==> src/rtl/dsv_pkg.sv <==
package dsv_pkg;

  typedef enum logic {
    DSV_IDLE  = 1'b0,
    DSV_FETCH = 1'b1
  } dsv_state_e;

  // Timer period in cycles for each rate index.
  function automatic logic [11:0] dsv_period(input logic [3:0] idx);
    logic [11:0] p;
    case (idx)
      4'd0:    p = 12'd428;
      4'd1:    p = 12'd380;
      4'd2:    p = 12'd340;
      4'd3:    p = 12'd320;
      4'd4:    p = 12'd286;
      4'd5:    p = 12'd254;
      4'd6:    p = 12'd226;
      4'd7:    p = 12'd214;
      4'd8:    p = 12'd190;
      4'd9:    p = 12'd160;
      4'd10:   p = 12'd142;
      4'd11:   p = 12'd128;
      4'd12:   p = 12'd106;
      4'd13:   p = 12'd84;
      4'd14:   p = 12'd72;
      default: p = 12'd54;
    endcase
    return p;
  endfunction

endpackage

==> src/rtl/dsv_rate_timer.sv <==
module dsv_rate_timer
  import dsv_pkg::*;
#(
  parameter int TMR_W = 9
) (
  input  logic       clk,
  input  logic       rst_n,
  input  logic       rate_wr,
  input  logic [3:0] rate_idx,
  input  logic       run,
  input  logic       park,
  output logic       tick
);

  logic [TMR_W-1:0] reload_q, reload_d;
  logic [TMR_W-1:0] ctr_q, ctr_d;
  logic             ctr_ce;

  always_comb begin
    reload_d = reload_q;
    if (rate_wr) begin
      reload_d = TMR_W'(dsv_period(rate_idx) - 12'd1);
    end
  end

  always_comb begin
    ctr_d  = ctr_q;
    ctr_ce = 1'b0;
    tick   = 1'b0;
    if (park) begin
      ctr_d  = reload_q;
      ctr_ce = 1'b1;
    end else if (run) begin
      ctr_ce = 1'b1;
      if (ctr_q == '0) begin
        tick  = 1'b1;
        ctr_d = reload_q;
      end else begin
        ctr_d = ctr_q - TMR_W'(1);
      end
    end
  end

  always_ff @(posedge clk or negedge rst_n) begin
    if (!rst_n) begin
      reload_q <= TMR_W'(dsv_period(4'd0) - 12'd1);
      ctr_q    <= '0;
    end else begin
      if (rate_wr) reload_q <= reload_d;
      if (ctr_ce)  ctr_q    <= ctr_d;
    end
  end

endmodule

==> src/rtl/dsv_level_acc.sv <==
module dsv_level_acc #(
  parameter int LVL_W = 7,
  parameter int STEP  = 2
) (
  input  logic             clk,
  input  logic             rst_n,
  input  logic             load,
  input  logic [LVL_W-1:0] load_val,
  input  logic             bit_stb,
  input  logic             bit_val,
  output logic [LVL_W-1:0] level
);

  localparam int LVL_MAX = (1 << LVL_W) - 1;

  logic [LVL_W-1:0] lvl_q, lvl_d;
  logic             lvl_ce;
  logic             can_up, can_down;

  assign can_up   = (int'(lvl_q) <= (LVL_MAX - STEP));
  assign can_down = (int'(lvl_q) >= STEP);

  always_comb begin
    lvl_d  = lvl_q;
    lvl_ce = 1'b0;
    if (load) begin
      lvl_d  = load_val;
      lvl_ce = 1'b1;
    end else if (bit_stb) begin
      if (bit_val && can_up) begin
        lvl_d  = lvl_q + LVL_W'(STEP);
        lvl_ce = 1'b1;
      end else if (!bit_val && can_down) begin
        lvl_d  = lvl_q - LVL_W'(STEP);
        lvl_ce = 1'b1;
      end
    end
  end

  always_ff @(posedge clk or negedge rst_n) begin
    if (!rst_n) begin
      lvl_q <= '0;
    end else if (lvl_ce) begin
      lvl_q <= lvl_d;
    end
  end

  assign level = lvl_q;

endmodule

==> src/rtl/dsv_fetch_ctrl.sv <==
module dsv_fetch_ctrl
  import dsv_pkg::*;
#(
  parameter int ADDR_W = 16,
  parameter int AREG_W = 8,
  parameter int LEN_W  = 8,
  parameter int DATA_W = 8
) (
  input  logic              clk,
  input  logic              rst_n,
  input  logic              tick,
  input  logic              cfg_wr,
  input  logic              cfg_irq_en,
  input  logic              cfg_loop,
  input  logic              base_wr,
  input  logic [AREG_W-1:0] base_val,
  input  logic              len_wr,
  input  logic [LEN_W-1:0]  len_val,
  input  logic              en_wr,
  input  logic              en_val,
  output logic              mem_req,
  output logic [ADDR_W-1:0] mem_addr,
  input  logic              mem_valid,
  input  logic [DATA_W-1:0] mem_data,
  output logic              bit_stb,
  output logic              bit_val,
  output logic              active,
  output logic              irq,
  output logic              enabled,
  output logic              busy
);

  localparam int CNT_W = LEN_W + 4;
  localparam int SHL   = ADDR_W - AREG_W - 2;
  localparam int BIT_W = $clog2(DATA_W + 1);
  localparam logic [ADDR_W-1:0] FETCH_MASK = ADDR_W'(1) << (ADDR_W - 1);

  dsv_state_e        st_q, st_d;
  logic              en_q, en_d;
  logic              irq_q, irq_d;
  logic              irqen_q, irqen_d;
  logic              loop_q, loop_d;
  logic [AREG_W-1:0] base_q, base_d;
  logic [LEN_W-1:0]  len_q, len_d;
  logic [ADDR_W-1:0] addr_q, addr_d;
  logic [CNT_W-1:0]  cnt_q, cnt_d;
  logic [DATA_W-1:0] shf_q, shf_d;
  logic [BIT_W-1:0]  bits_q, bits_d;

  logic [ADDR_W-1:0] start_cur, start_new;
  logic [CNT_W-1:0]  reload_cur, reload_new;

  assign start_cur  = ADDR_W'({2'b11, base_q}) << SHL;
  assign start_new  = ADDR_W'({2'b11, base_val}) << SHL;
  assign reload_cur = CNT_W'({len_q, 4'b0000}) + CNT_W'(1);
  assign reload_new = CNT_W'({len_val, 4'b0000}) + CNT_W'(1);

  always_comb begin
    st_d    = st_q;
    en_d    = en_q;
    irq_d   = irq_q;
    irqen_d = irqen_q;
    loop_d  = loop_q;
    base_d  = base_q;
    len_d   = len_q;
    addr_d  = addr_q;
    cnt_d   = cnt_q;
    shf_d   = shf_q;
    bits_d  = bits_q;
    bit_stb = 1'b0;
    bit_val = 1'b0;

    // Playback sequencing.
    if (st_q == DSV_FETCH) begin
      if (mem_valid) begin
        bit_stb = 1'b1;
        bit_val = mem_data[DATA_W-1];
        shf_d   = {mem_data[DATA_W-2:0], 1'b0};
        bits_d  = BIT_W'(DATA_W - 1);
        addr_d  = addr_q + ADDR_W'(1);
        if (cnt_q != '0) cnt_d = cnt_q - CNT_W'(1);
        st_d    = DSV_IDLE;
      end
    end else if (tick) begin
      if (bits_q == '0) begin
        if (cnt_q == '0 && loop_q) begin
          addr_d = start_cur;
          cnt_d  = reload_cur;
        end
        if (cnt_q != '0 || loop_q) begin
          st_d = DSV_FETCH;
        end else begin
          if (irqen_q) irq_d = 1'b1;
          en_d = 1'b0;
        end
      end else begin
        bit_stb = 1'b1;
        bit_val = shf_q[DATA_W-1];
        shf_d   = {shf_q[DATA_W-2:0], 1'b0};
        bits_d  = bits_q - BIT_W'(1);
      end
    end

    // Register writes take priority over sequencing.
    if (cfg_wr) begin
      irqen_d = cfg_irq_en;
      loop_d  = cfg_loop;
      if (!cfg_irq_en) irq_d = 1'b0;
    end
    if (base_wr) begin
      base_d = base_val;
      addr_d = start_new;
    end
    if (len_wr) begin
      len_d = len_val;
      if (cnt_q == '0) cnt_d = reload_new;
    end
    if (en_wr) begin
      irq_d = 1'b0;
      en_d  = en_val;
      if (!en_val) begin
        cnt_d = '0;
      end else if (cnt_q == '0) begin
        addr_d = start_cur;
        cnt_d  = reload_cur;
        bits_d = '0;
      end
    end
  end

  always_ff @(posedge clk or negedge rst_n) begin
    if (!rst_n) begin
      st_q    <= DSV_IDLE;
      en_q    <= 1'b0;
      irq_q   <= 1'b0;
      irqen_q <= 1'b0;
      loop_q  <= 1'b0;
      base_q  <= '0;
      len_q   <= '0;
      addr_q  <= '0;
      cnt_q   <= '0;
      shf_q   <= '0;
      bits_q  <= '0;
    end else begin
      st_q    <= st_d;
      en_q    <= en_d;
      irq_q   <= irq_d;
      irqen_q <= irqen_d;
      loop_q  <= loop_d;
      base_q  <= base_d;
      len_q   <= len_d;
      addr_q  <= addr_d;
      cnt_q   <= cnt_d;
      if (bit_stb) shf_q <= shf_d;
      bits_q  <= bits_d;
    end
  end

  assign mem_req  = (st_q == DSV_FETCH);
  assign busy     = (st_q == DSV_FETCH);
  assign mem_addr = addr_q | FETCH_MASK;
  assign active   = (cnt_q != '0);
  assign irq      = irq_q;
  assign enabled  = en_q;

endmodule

==> src/rtl/delta_sample_voice.sv <==
module delta_sample_voice
  import dsv_pkg::*;
#(
  parameter int ADDR_W = 16,
  parameter int AREG_W = 8,
  parameter int LEN_W  = 8,
  parameter int DATA_W = 8,
  parameter int LVL_W  = 7,
  parameter int STEP   = 2,
  parameter int TMR_W  = 9
) (
  input  logic              clk,
  input  logic              rst_n,
  input  logic              wr_en,
  input  logic [1:0]        wr_sel,
  input  logic [7:0]        wr_data,
  input  logic              en_wr,
  input  logic              en_val,
  output logic              mem_req,
  output logic [ADDR_W-1:0] mem_addr,
  input  logic              mem_valid,
  input  logic [DATA_W-1:0] mem_data,
  output logic [LVL_W-1:0]  level,
  output logic              active,
  output logic              irq
);

  // Reset asserts at once and releases on a clock edge.
  logic [1:0] rst_sync_q;
  logic       srst_n;

  always_ff @(posedge clk or negedge rst_n) begin
    if (!rst_n) rst_sync_q <= 2'b00;
    else        rst_sync_q <= {rst_sync_q[0], 1'b1};
  end
  assign srst_n = rst_sync_q[1];

  logic sel_cfg, sel_lvl, sel_base, sel_len;
  assign sel_cfg  = wr_en && (wr_sel == 2'd0);
  assign sel_lvl  = wr_en && (wr_sel == 2'd1);
  assign sel_base = wr_en && (wr_sel == 2'd2);
  assign sel_len  = wr_en && (wr_sel == 2'd3);

  logic unused_cfg_bits;
  assign unused_cfg_bits = ^wr_data[5:4];

  logic tick, bit_stb, bit_val, enabled, busy;

  dsv_rate_timer #(
    .TMR_W(TMR_W)
  ) u_timer (
    .clk     (clk),
    .rst_n   (srst_n),
    .rate_wr (sel_cfg),
    .rate_idx(wr_data[3:0]),
    .run     (enabled && !busy),
    .park    (!enabled),
    .tick    (tick)
  );

  dsv_fetch_ctrl #(
    .ADDR_W(ADDR_W),
    .AREG_W(AREG_W),
    .LEN_W (LEN_W),
    .DATA_W(DATA_W)
  ) u_fetch (
    .clk       (clk),
    .rst_n     (srst_n),
    .tick      (tick),
    .cfg_wr    (sel_cfg),
    .cfg_irq_en(wr_data[7]),
    .cfg_loop  (wr_data[6]),
    .base_wr   (sel_base),
    .base_val  (wr_data[AREG_W-1:0]),
    .len_wr    (sel_len),
    .len_val   (wr_data[LEN_W-1:0]),
    .en_wr     (en_wr),
    .en_val    (en_val),
    .mem_req   (mem_req),
    .mem_addr  (mem_addr),
    .mem_valid (mem_valid),
    .mem_data  (mem_data),
    .bit_stb   (bit_stb),
    .bit_val   (bit_val),
    .active    (active),
    .irq       (irq),
    .enabled   (enabled),
    .busy      (busy)
  );

  dsv_level_acc #(
    .LVL_W(LVL_W),
    .STEP (STEP)
  ) u_level (
    .clk     (clk),
    .rst_n   (srst_n),
    .load    (sel_lvl),
    .load_val(wr_data[LVL_W-1:0]),
    .bit_stb (bit_stb),
    .bit_val (bit_val),
    .level   (level)
  );

endmodule

==> config.mk <==
export PLATFORM = sky130hd
export DESIGN_NAME = delta_sample_voice
export DESIGN_NICKNAME = d
export VERILOG_FILES = /design/src/rtl/dsv_pkg.sv /design/src/rtl/dsv_rate_timer.sv /design/src/rtl/dsv_level_acc.sv /design/src/rtl/dsv_fetch_ctrl.sv /design/src/rtl/delta_sample_voice.sv
export SDC_FILE = /design/constraint.sdc
export NUM_CORES = 1
export LEC_CHECK = 0
export ABC_AREA = 1
export BUFFER_PORTS_ARGS = -buffer_cell sky130_fd_sc_hd__buf_2
export CELL_PAD_IN_SITES_DETAIL_PLACEMENT = 0
export CELL_PAD_IN_SITES_GLOBAL_PLACEMENT = 2
export CORE_UTILIZATION = 31
export DETAILED_ROUTE_END_ITERATION = 8
export PLACE_DENSITY = 0.86
export SETUP_SLACK_MARGIN = 0.2
export SLEW_MARGIN = 0
export SYNTH_ARGS = -nofsm -noshare
export SYNTH_HDL_FRONTEND = slang
export SYNTH_SLANG_ARGS = --single-unit
export TNS_END_PERCENT = 30
==> constraint.sdc <==
create_clock -name clk -period 2.4 [get_ports clk]
set_input_delay 0.36 -clock clk [delete_from_list [all_inputs] [get_ports clk]]
set_output_delay 0.36 -clock clk [all_outputs]
set_load 0.02 [all_outputs]
## Yosys cells after proc, flatten, opt, wreduce, memory -nomap -nowiden

Memories as Yosys holds them, arrays and structs flattened.
Index checks and enable logic that the tools add are counted.

| word-level totals | value |
|---|---|
| bits in registers | 88 |
| ROM bits | 128 |
| input port bits | 24 |
| logic and storage cells | 134 |
| memories | 1 |

| cells by class | value |
|---|---|
| add/sub/neg operators | 9 |
| $lt $le $gt $ge | 2 |
| equality and inequality tests | 8 |
| mux-type cells | 74 |
| reductions and logical operators | 25 |

Memory list:

| memory | words | width | rd ports | clocked after memory_dff | write ports | RTL line | source |
|---|---|---|---|---|---|---|---|
| (no name shown) | 16 | 8 | 1 | 0 | 0 | dsv_pkg.sv:11 | `case (idx)` |

Operators with widths:

| cell | count |
|---|---|
| two-way mux 16 bit | 9 |
| two-way mux 12 bit | 11 |
| two-way mux 9 bit | 4 |
| two-way mux 1 bit | 35 |
| two-way mux 8 bit | 4 |
| two-way mux 4 bit | 7 |
| two-way mux 7 bit | 4 |
| adder 12 x 1 -> 12 bit (second input constant) | 2 |
| subtractor 9 x 1 -> 9 bit (second input constant) | 2 |
| adder 16 x 1 -> 16 bit (second input constant) | 1 |
| zero test 12 bit | 1 |
| nonzero test 12 bit | 1 |
| subtractor 12 x 1 -> 12 bit (second input constant) | 1 |
| zero test 9 bit | 1 |
| logical AND 1 bit | 8 |
| != test 2 bit (second input constant) | 4 |
| AND reduction 4 bit | 2 |
| nonzero test 2 bit | 4 |
| adder 7 x 2 -> 7 bit (second input constant) | 1 |
| greater-or-equal comparator 7 x 2 -> 1 bit (second input constant) | 1 |
| <= comparator 7 bit (second input constant) | 1 |
| subtractor 7 x 2 -> 7 bit (second input constant) | 1 |
| equality test 2 bit (second input constant) | 2 |
| zero test 4 bit | 1 |
| other kinds (9) | 10 |

## Depth between registers and ports, before layout

Gate-level depths: netlist (run 1).

| depth | value |
|---|---|
| depth after elaboration | 13 |
| mapped depth | 14 |
| depth with buffers taken out | 14 |

## By module

A second synthesis (run 1) with hierarchy kept.

| unflattened totals | value |
|---|---|
| cell total of the unflattened synthesis | 847 |
| area, all modules | 5,962.0 um^2 |

Modules (own cells, without submodules):

| module | instances | cells each | area each (um^2) |
|---|---|---|---|
| dsv_fetch_ctrl | 1 | 521 | 3,726.1 |
| dsv_rate_timer | 1 | 200 | 1,398.8 |
| dsv_level_acc | 1 | 113 | 745.7 |
| delta_sample_voice | 1 | 13 | 91.3 |

## Worst setup path before layout (run 1)

No wires, ideal clock.

| timing | value |
|---|---|
| kind | input port to flip-flop |
| start | in wr_data[0] |
| end | reg u_timer.reload_q[5] |
| setup time | 0.091 ns |
| arrival | 1.686 ns |
| slack | 0.623 ns |
| stages | 12 |
| cells stage by stage | inv_1 ha_1 nand2_1 nand2_1 o21ai_0 inv_1 ha_1 inv_1 nor2_1 inv_1 o21ai_0 a31oi_1 |

| between the ends | value |
|---|---|
| word-level cells in the longest chain between the ends | 3 |

RTL lines:

| element | RTL line | source |
|---|---|---|
| from (decl) | delta_sample_voice.sv:16 | `input logic [7:0] wr_data,` |
| memory (16 x 8 bit) | -- |  |
| two-way mux 9 bit | dsv_rate_timer.sv:21 | `if (rate_wr) begin` |
| subtractor 9 x 1 -> 9 bit | dsv_rate_timer.sv:22 | `reload_d = TMR_W'(dsv_period(rate_idx) - 12'd1);` |
| to (signal assigned) | dsv_rate_timer.sv:46 | `reload_q <= TMR_W'(dsv_period(4'd0) - 12'd1);` |
| to (signal assigned) | dsv_rate_timer.sv:49 | `if (rate_wr) reload_q <= reload_d;` |
| to (decl) | dsv_rate_timer.sv:15 | `logic [TMR_W-1:0] reload_q, reload_d;` |

Every way passes these cells. The select of a mux whose other input is x is not followed.
A chain may end at the register's enable or synchronous reset.

## Worst setup path in the final report (run 1)

| timing | value |
|---|---|
| start | reg u_fetch.cnt_q[0] |
| end | out active |

| between the ends | value |
|---|---|
| word-level cells in the longest chain between the ends | 1 |

RTL lines:

| element | RTL line | source |
|---|---|---|
| from (decl) | dsv_fetch_ctrl.sv:46 | `logic [CNT_W-1:0] cnt_q, cnt_d;` |
| from (signal assigned) | dsv_fetch_ctrl.sv:153 | `cnt_q <= cnt_d;` |
| nonzero test 12 bit | dsv_fetch_ctrl.sv:162 | `assign active = (cnt_q != '0);` |
| to (decl) | delta_sample_voice.sv:24 | `output logic active,` |

Every way passes these cells.

==> flow_metrics.py, run 1 <==
metrics = {
    "timing": {
        "skew_ns": 0.00818,
        "finalSetupTns_ns": 0,
        "period_needed_ns": 2.07,
        "drv_slew": 0,
        "worst_pin_slew_ns": 0.558,
        "worst_slack_ns": 0.325,
        "rsz0062_at_grt": "true",
        "period_share": 0.865,
        "final_hold_viol_count": 0,
        "setup_violations": 0,
        "fmax_mhz": 482,
        "max_slew_margin": 0.628,
    },
    "synthesis": {
        "yosysMostFrequentCell": "nand2_1",
        "synth_top_area_cell": "dfrtp_1",
        "ys_seq_area_frac": 0.386,
        "ys_top_cells_by_area": "dfrtp_1, nand2_1, inv_1, nand3_1, o21ai_0",
        "synth-edff-count": 0,
        "synth_ff_type": "dfrtp_1",
        "syn_area_sq_um": 5520,
        "async_reset_ff_frac": 1.00,
        "synth_top_area_frac": 0.363,
        "yosysWarnings": 0,
        "synth_seq_cells": 85,
        "synth_common_cells": "nand2_1, inv_1, dfrtp_1, nor2_1, nand3_1",
        "avgSynthCellArea_sq_um": 7.06,
        "syn_inst": 782,
        "synth.distinct_cells": 44,
    },
    "global_route": {
        "grtUsageMet2": 0.277,
        "groute.layer.met1.usage": 0.254,
        "grt_pass1_vias": 4834,
        "antenna_found_initial": 0,
        "grt.total_usage": 0.180,
        "grt_first_pass_wirelength_mm": 25.5,
        "grt_busiest_layer": "met2",
        "grt_max_degree": 45,
        "grt_overflow": 0,
        "grt_util_met3": 0.0213,
    },
    "run_status": {
        "outcome": "completed",
    },
    "routing": {
        "drt_iter0_drc": 284,
        "viasPerCell": 4.84,
        "drc": 0,
        "wl_per_cell_microns": 14.5,
        "ant_nets": 0,
        "routed_wl_mm": 15.5,
        "num_vias": 5179,
        "drt_pass1_iterations": 4,
    },
    "place": {
        "io_buffers": 48,
        "gp_congestion": 0.806,
        "dp_hpwl_mm": 11.9,
        "post-place-ws_ns": 0.166,
    },
    "finish": {
        "nets": 876,
        "fill_cells": 1907,
        "fin_util": 0.368,
        "syn_to_final_growth_pct": 15.7,
        "diodes": 0,
        "drive_gt1_frac": 0.141,
    },
    "setup_path": {
        "cp_max_fo": 4,
        "critical_path_arrival_ns": 1.71,
        "r2r.worst_path.cells": 10,
        "crit_cells": 6,
        "critPathMaxStageDelay_ns": 0.39,
        "worstSetupPathType": "flip-flop to output port",
        "crit_chain": "inv_1, ha_1, nand3_1, nor2_1, nand2_1, buf_2",
        "path_delay_family": "simple AND/OR/NAND/NOR gates",
        "crit_path_end_kind": "output port",
        "startpoint_type": "flip-flop",
        "cp_slowest_cell": "dfrtp_1",
        "required_ns": 2.04,
        "worstPathBufferInverterCount": 2,
    },
    "clocking": {
        "htreeDepth": 3,
        "postCtsSetupBuffers": 0,
        "clockBufferDepth": 2,
        "cts_tree": "yes",
        "cts.sinks": 85,
        "cts_root_buffer": "clkbuf_16",
        "clk_latency_ns": 0.35,
        "cts_buffers": 9,
        "clkTransAtPathRegs_ns": 0.06,
    },
    "floorplan": {
        "rows": 48,
        "core_sq_um": 17400,
        "initial_core_util": 0.318,
        "dieArea_sq_um": 18300,
        "die_h_microns": 135,
        "fp.dieW_microns": 135,
        "ios": 50,
    },
    "pwr": {
        "powerDensity_nw_per_um2": 913,
        "leakage_uw": 0.00320,
        "ir_drop_v": 0.000395,
    },
    "min_path": {
        "hold_path_depth": 3,
        "hold_class": "primary input to flip-flop",
    },
    "flow_run": {
        "cap_violations": 0,
    },
}
[layout make-up]
type	count	area [sq um]	area share
Clock buffer	9	225	0.0353
Inverter	110	418	0.0654
Clock inverter	7	72.6	0.0114
Tap cell	225	282	0.0441
Multi-Input combinational cell	573	2910	0.455
Timing Repair Buffer	60	345	0.0541
Sequential cell	85	2140	0.335
[layer usage]
metal  part of all wire  routed length [microns]  vias up
li1                   -                        -     2669
met2               0.45                     6920       91
met5                  0                        0        -
met1               0.50                     7700     2400
met3              0.030                      466       19
met4              0.025                      381        0
[timing repair]
| item | CTS | global route |
|---|---|---|
| hold endpoints to repair | 2 | 0 |
| resized for setup | 0 | 2 |
| setup endpoints to repair | 0 | 23 |
| hold buffers | 1 | 0 |
[worst paths after layout]
kind	start	end	slack, ns
worst max-delay path	u_fetch.cnt_q[0]	active	0.33
worst min-delay path	mem_data[0]	u_fetch.shf_q[1]	0.22
max in group asynchronous	rst_sync_q[1]	u_timer.reload_q[1]	1.38
min in group asynchronous	rst_n	rst_sync_q[1]	0.32
worst min register to register	rst_sync_q[1]	u_fetch.shf_q[5]	0.32
worst max register to register	u_fetch.cnt_q[0]	u_fetch.cnt_q[0]	0.35
[cell families after synthesis]
group / share of synthesized area
AOI/OAI and AO/OA: 0.132
xor gates and xnor gates: 0.0238
adders and majority gates: 0.0295
buffers and inverters: 0.0886
DFF: 0.386
other: 0.000679
and+or+nand+nor: 0.339
[sequential cells by signal, summed over array words and instances (netlist names)]
name and flops:
u_fetch.addr_q 15, u_fetch.cnt_q 12, u_timer.ctr_q 9, u_fetch.base_q 8, u_fetch.len_q 8, u_timer.reload_q 8
u_fetch.shf_q 7, u_level.level 7, u_fetch.bits_q 4, rst_sync_q 2, u_fetch.busy 1, u_fetch.enabled 1
u_fetch.irq 1, u_fetch.irqen_q 1, u_fetch.loop_q 1
[worst reg2reg max path: stages, from the launching register on]
cell	delay, ns
dfrtp_1	0.39
inv_1	0.12
ha_1	0.21
inv_1	0.05
nor2_1	0.08
nand3_1	0.08
nor2_1	0.20
nand2_1	0.24
inv_1	0.37
nor2_1	0.08
a31oi_1	0.16
[per-stage QoR]
stage                     hold slack [ns]  area, sq um  power, uW  cells
final                               0.217         6390       5830   1069
after global routing                0.224         6390       6290   1069
after global placement              0.148         6070       4410   1052
after detailed placement            0.150         6070       4410   1052
after CTS                           0.211         6380       5880   1069
after floorplan                    0.0644         5530       3750    783
[power breakdown]
part / switching, uW / internal (uW) / total (uW)
sequential: 323 / 1750 / 2070
combinational: 1550 / 765 / 2320
clock: 638 / 811 / 1450
total: 2510 / 3320 / 5830
[cell usage in the layout (no fill, tap or decap), types with 6 or more instances in the layout]
cell type / instances
buf_2: 48
o21ai_0: 61
nand2_2: 6
nand2_1: 210
a21oi_1: 20
buf_4: 10
o211ai_1: 10
nor2_1: 78
a31oi_1: 12
xor2_1: 13
clkbuf_16: 9
nand3_1: 65
nor2_2: 6
inv_1: 99
nor3_1: 13
o22ai_1: 8
ha_1: 13
nand4_1: 13
inv_2: 8
dfrtp_1: 79
(Power assumes the default switching activity.)
==> run 2: changes to the inputs <==
- REMOVE_ABC_BUFFERS: unset -> 1
==> flow_metrics.py, run 2 (same netlist as run 1, synthesis figures left out) <==
metrics = {
    "run_status": {
        "outcome": "completed",
    },
    "finish": {
        "drive_gt1_frac": 0.149,
        "diodes": 0,
        "final_cell_mix": "nand2_1, inv_1, nor2_1, dfrtp_1, nand3_1",
        "fill_cells": 1872,
        "reg_top3": "u_fetch.addr_q x15, u_fetch.cnt_q x12, u_timer.ctr_q x9",
        "nets": 884,
        "regMostFlops": "u_fetch.addr_q",
        "syn_to_final_growth_pct": 17.7,
        "largest_register_ffs": 15,
        "layout_commonest_cell": "nand2_1",
        "fin_util": 0.374,
        "instances_no_fill": 1077,
    },
    "floorplan": {
        "fp.dieW_microns": 135,
        "die_h_microns": 135,
        "ios": 50,
        "dieArea_sq_um": 18300,
        "rows": 48,
        "core_sq_um": 17400,
        "initial_core_util": 0.318,
    },
    "timing": {
        "setup_violations": 0,
        "skew_ns": 0.00882,
        "finalSetupTns_ns": 0,
        "worst_pin_slew_ns": 0.594,
        "worst_slack_ns": 0.336,
        "fmax_mhz": 485,
        "period_needed_ns": 2.06,
        "drv_slew": 0,
        "rsz0062_at_grt": "true",
        "max_slew_margin": 0.604,
        "final_hold_viol_count": 0,
        "period_share": 0.860,
    },
    "routing": {
        "drc": 0,
        "drt_pass1_iterations": 5,
        "viasPerCell": 4.87,
        "routed_wl_mm": 16.0,
        "drt_iter0_drc": 399,
        "num_vias": 5246,
        "ant_nets": 0,
        "wl_per_cell_microns": 14.8,
    },
    "pwr": {
        "power_frac_seq": 0.342,
        "clock_power_share": 0.273,
        "p_sw_frac": 0.410,
        "power_frac_comb": 0.385,
        "powerDensity_nw_per_um2": 932,
        "ir_drop_v": 0.000385,
        "leakage_uw": 0.00326,
        "p_switching_uw": 2480,
        "p_total_uw": 6060,
        "p_int_uw": 3570,
    },
    "setup_path": {
        "crit_chain": "inv_1, ha_1, nand3_1, nor2_1, nand2_1, buf_2",
        "path_delay_family": "simple AND/OR/NAND/NOR gates",
        "critical_path_arrival_ns": 1.70,
        "reg2reg_slack_ns": 0.38,
        "crit_path_end_kind": "output port",
        "cp_slowest_cell": "dfrtp_1",
        "required_ns": 2.04,
        "critPathMaxStageDelay_ns": 0.39,
        "worstPathBufferInverterCount": 2,
        "worstSetupPathType": "flip-flop to output port",
        "cp_max_fo": 4,
        "startpoint_type": "flip-flop",
    },
    "clocking": {
        "htreeDepth": 3,
        "cts_tree": "yes",
        "clockBufferDepth": 2,
        "cts.sinks": 85,
        "clkTransAtPathRegs_ns": 0.06,
        "cts_buffers": 9,
        "clk_latency_ns": 0.35,
        "cts_root_buffer": "clkbuf_16",
    },
    "global_route": {
        "antenna_found_initial": 0,
        "grt_overflow": 0,
        "grt_pass1_vias": 4929,
        "grt_max_degree": 44,
        "grt.total_usage": 0.185,
        "grt_first_pass_wirelength_mm": 26.1,
    },
    "flow_run": {
        "cap_violations": 0,
    },
    "min_path": {
        "hold_class": "primary input to flip-flop",
    },
    "place": {
        "io_buffers": 48,
        "gp_congestion": 0.863,
        "dp_cells": 1058,
        "post-place-ws_ns": 0.206,
        "dp_hpwl_mm": 12.2,
    },
}
run 2: cell type report:
| class | count | area [sq um] | area share |
|---|---|---|---|
| sequential | 85 | 2140 | 0.329 |
| inverter | 110 | 418 | 0.0643 |
| timing repair buffer | 68 | 405 | 0.0624 |
| clock buffer | 11 | 243 | 0.0374 |
| clock inverter | 5 | 106 | 0.0164 |
| multi-input combinational | 573 | 2910 | 0.447 |
| tap | 225 | 282 | 0.0433 |
run 2: per-stage QoR:
| step | hold WS [ns] | cell area (sq um) |
|---|---|---|
| after global routing | 0.227 | 6500 |
| after detailed placement | 0.149 | 6120 |
| after floorplan | 0.0644 | 5450 |
| after global placement | 0.147 | 6120 |
| final | 0.224 | 6500 |
| after CTS | 0.213 | 6480 |
run 2: what timing repair did:
item | CTS | global route
pin swaps | 0 | 3
buffers inserted | 0 | 2
setup endpoints to repair | 2 | 11
hold buffers | 1 | 0
resized for setup | 1 | 2
hold endpoints to repair | 2 | 0
run 2: power groups by stage:
stage	clock (uW)	sequential (uW)	combinational [uW]
after floorplan	0	2120	1610
after global placement	0	2090	2330
after detailed placement	0	2100	2320
after CTS	1690	2070	2340
after global routing	1750	2120	2670
final	1650	2070	2330
run 2: worst paths after layout:
kind,start,end,cells after the start
setup / recovery,u_fetch.cnt_q[0],active,6
hold / removal,mem_data[0],u_fetch.shf_q[1],3
max in group asynchronous,rst_sync_q[1],u_timer.reload_q[8],1
hold reg to reg,rst_sync_q[1],u_timer.reload_q[6],0
setup reg to reg,u_fetch.cnt_q[0],u_fetch.cnt_q[3],9
min in group asynchronous,rst_n,rst_sync_q[1],2
run 2: per-layer routing:
| metal | wire (microns) | global-route usage | up-vias |
|---|---|---|---|
| li1 | - | - | 2680 |
| met5 | 0 | 0 | - |
| met3 | 518 | 0.0224 | 23 |
| met2 | 7120 | 0.284 | 110 |
| met1 | 7940 | 0.260 | 2433 |
| met4 | 401 | 0.0799 | 0 |
run 2: worst register-to-register path: stages (launching register included):
cell and delay (ns):
dfrtp_1 0.39, inv_1 0.12, ha_1 0.22, nand2_1 0.08, nor2_2 0.16, nand2_4 0.14, a21oi_1 0.36, nor2_1 0.22
nand4_1 0.14, o41ai_1 0.09
==> run 3: changes to the inputs <==
- BUFFER_PORTS_ARGS: -buffer_cell sky130_fd_sc_hd__buf_2 -> -buffer_cell sky130_fd_sc_hd__buf_4
==> flow_metrics.py, run 3 (same netlist as run 1, synthesis figures left out) <==
metrics = {
    "finish": {
        "fill_cells": 1869,
        "design_area_sq_um": 6540,
        "diodes": 0,
        "drive_gt1_frac": 0.143,
        "final_cell_mix": "nand2_1, inv_1, nor2_1, dfrtp_1, nand3_1",
        "syn_to_final_growth_pct": 18.5,
        "regMostFlops": "u_fetch.addr_q",
        "largest_register_ffs": 15,
        "layout_commonest_cell": "nand2_1",
        "reg_top3": "u_fetch.addr_q x15, u_fetch.cnt_q x12, u_timer.ctr_q x9",
        "nets": 880,
    },
    "setup_path": {
        "r2r_end": "u_fetch.cnt_q[7]",
        "r2r.worst_path.cells": 13,
        "timing.rr.start": "u_fetch.cnt_q[0]",
        "worstPathBufferInverterCount": 2,
        "required_ns": 2.04,
        "crit_chain": "inv_1, ha_1, nand3_1, nor2_1, nand2_1, buf_4",
        "worstSetupPathType": "flip-flop to output port",
        "reg2reg_slack_ns": 0.37,
        "path_delay_family": "simple AND/OR/NAND/NOR gates",
        "startpoint_type": "flip-flop",
        "cp_slowest_cell": "dfrtp_1",
        "cp_max_fo": 4,
        "critical_path_arrival_ns": 1.68,
        "crit_path_end_kind": "output port",
        "crit_cells": 6,
        "critPathMaxStageDelay_ns": 0.39,
    },
    "routing": {
        "routed_wl_mm": 15.9,
        "viasPerCell": 4.81,
        "ant_nets": 0,
        "drt_iter0_drc": 330,
        "drc": 0,
        "num_vias": 5159,
        "drt_pass1_iterations": 4,
        "wl_per_cell_microns": 14.8,
    },
    "timing": {
        "fmax_mhz": 490,
        "skew_ns": 0.00757,
        "period_needed_ns": 2.04,
        "finalSetupTns_ns": 0,
        "period_share": 0.850,
        "final_hold_viol_count": 0,
        "drv_slew": 0,
        "rsz0062_at_grt": "true",
        "setup_violations": 0,
    },
    "pwr": {
        "ir_drop_v": 0.000397,
        "powerDensity_nw_per_um2": 913,
        "leakage_uw": 0.00326,
    },
    "clocking": {
        "clkTransAtPathRegs_ns": 0.06,
        "cts_tree": "yes",
        "clockBufferDepth": 2,
        "cts_root_buffer": "clkbuf_16",
        "cts_buffers": 9,
        "cts.sinks": 85,
        "htreeDepth": 3,
        "postCtsSetupBuffers": 0,
        "clk_latency_ns": 0.35,
    },
    "min_path": {
        "hold_class": "primary input to flip-flop",
        "hold_path_depth": 3,
        "min_from": "mem_data[0]",
        "hold_end": "u_fetch.shf_q[1]",
    },
    "floorplan": {
        "core_sq_um": 17400,
        "rows": 48,
        "fp.dieW_microns": 135,
        "die_h_microns": 135,
        "dieArea_sq_um": 18300,
        "initial_core_util": 0.318,
        "ios": 50,
    },
    "global_route": {
        "grt_max_degree": 52,
        "grt_first_pass_wirelength_mm": 26.1,
        "grt_overflow": 0,
        "grt_pass1_vias": 4901,
        "grt.total_usage": 0.186,
        "antenna_found_initial": 0,
    },
    "place": {
        "placed_area_sq_um": 6220,
        "io_buffers": 48,
        "dp_hpwl_mm": 12.1,
        "gp_congestion": 0.805,
    },
    "flow_run": {
        "cap_violations": 0,
    },
    "run_status": {
        "outcome": "completed",
    },
}
==> run 3: cell types whose count changed in the layout (fill, tap and decap cells not counted), moves of 2 or more <==
cell / previous run / this run
buf_2: 48 / 0
buf_4: 18 / 62
bufinv_16: 3 / 1
clkinv_2: 0 / 2
inv_1: 97 / 99
inv_2: 10 / 8
==> run 3: timing repair <==
| item | 4_1_cts | 5_1_grt |
|---|---|---|
| hold endpoints to repair | 2 | 0 |
| hold buffers | 1 | 0 |
| resized for setup | 0 | 1 |
| endpoints found under the setup margin | 0 | 7 |
==> run 3: metal layers <==
| metal | vias up | track usage | share of wire |
|---|---|---|---|
| met5 | - | 0 | 0 |
| met4 | 0 | 0.0699 | 0.016 |
| met3 | 15 | 0.0195 | 0.035 |
| met2 | 91 | 0.293 | 0.45 |
| met1 | 2379 | 0.262 | 0.50 |
| li1 | 2674 | - | - |
==> run 3: worst max-delay path by stage <==
stage,slack (ns),endpoint,from
floorplan,-0.13,u_fetch.addr_q[0],rst_sync_q[1]
global placement,0.28,u_fetch.addr_q[6],u_fetch.cnt_q[0]
detailed placement,0.29,u_fetch.addr_q[6],u_fetch.cnt_q[0]
CTS,0.27,u_fetch.addr_q[6],u_fetch.cnt_q[0]
global route,0.17,u_fetch.cnt_q[7],u_timer.ctr_q[0]
finish,0.36,active,u_fetch.cnt_q[0]
==> run 3: area by class of cell <==
cell class                 instances  area, sq um  share of cell area
multi-input combinational        573         2910               0.444
sequential                        85         2140               0.327
timing repair buffer              64          495              0.0757
inverter                         110          418              0.0639
tap                              225          282              0.0430
clock buffer                      12          256              0.0392
clock inverter                     4         47.5             0.00727
==> run 3: through the flow <==
stage | hold WS [ns] | instances | utilization | power, uW | setup slack [ns]
3_5_place_dp | 0.144 | 1056 | 0.359 | 4520 | 0.289
3_3_place_gp | 0.143 | 1056 | 0.359 | 4540 | 0.280
5_1_grt | 0.226 | 1073 | 0.377 | 6440 | 0.167
6_report | 0.223 | 1073 | 0.377 | 5970 | 0.359
4_1_cts | 0.223 | 1073 | 0.377 | 6000 | 0.274
2_1_floorplan | 0.0644 | 768 | - | 3730 | -0.134
==> run 3: worst register-to-register path, delay by kind of cell (launching register included) <==
| kind | cells | cell delay (ns) |
|---|---|---|
| fa+ha+maj | 1 | 0.20 |
| buf+inv | 1 | 0.12 |
| flops | 1 | 0.39 |
| simple gates | 11 | 1.20 |
==> run 3: where the power goes <==
part           switching, uW  internal, uW  total, uW
Sequential               330          1750       2080
Combinational           1570           865       2440
Clock                    594           861       1460
Total                   2500          3470       5970
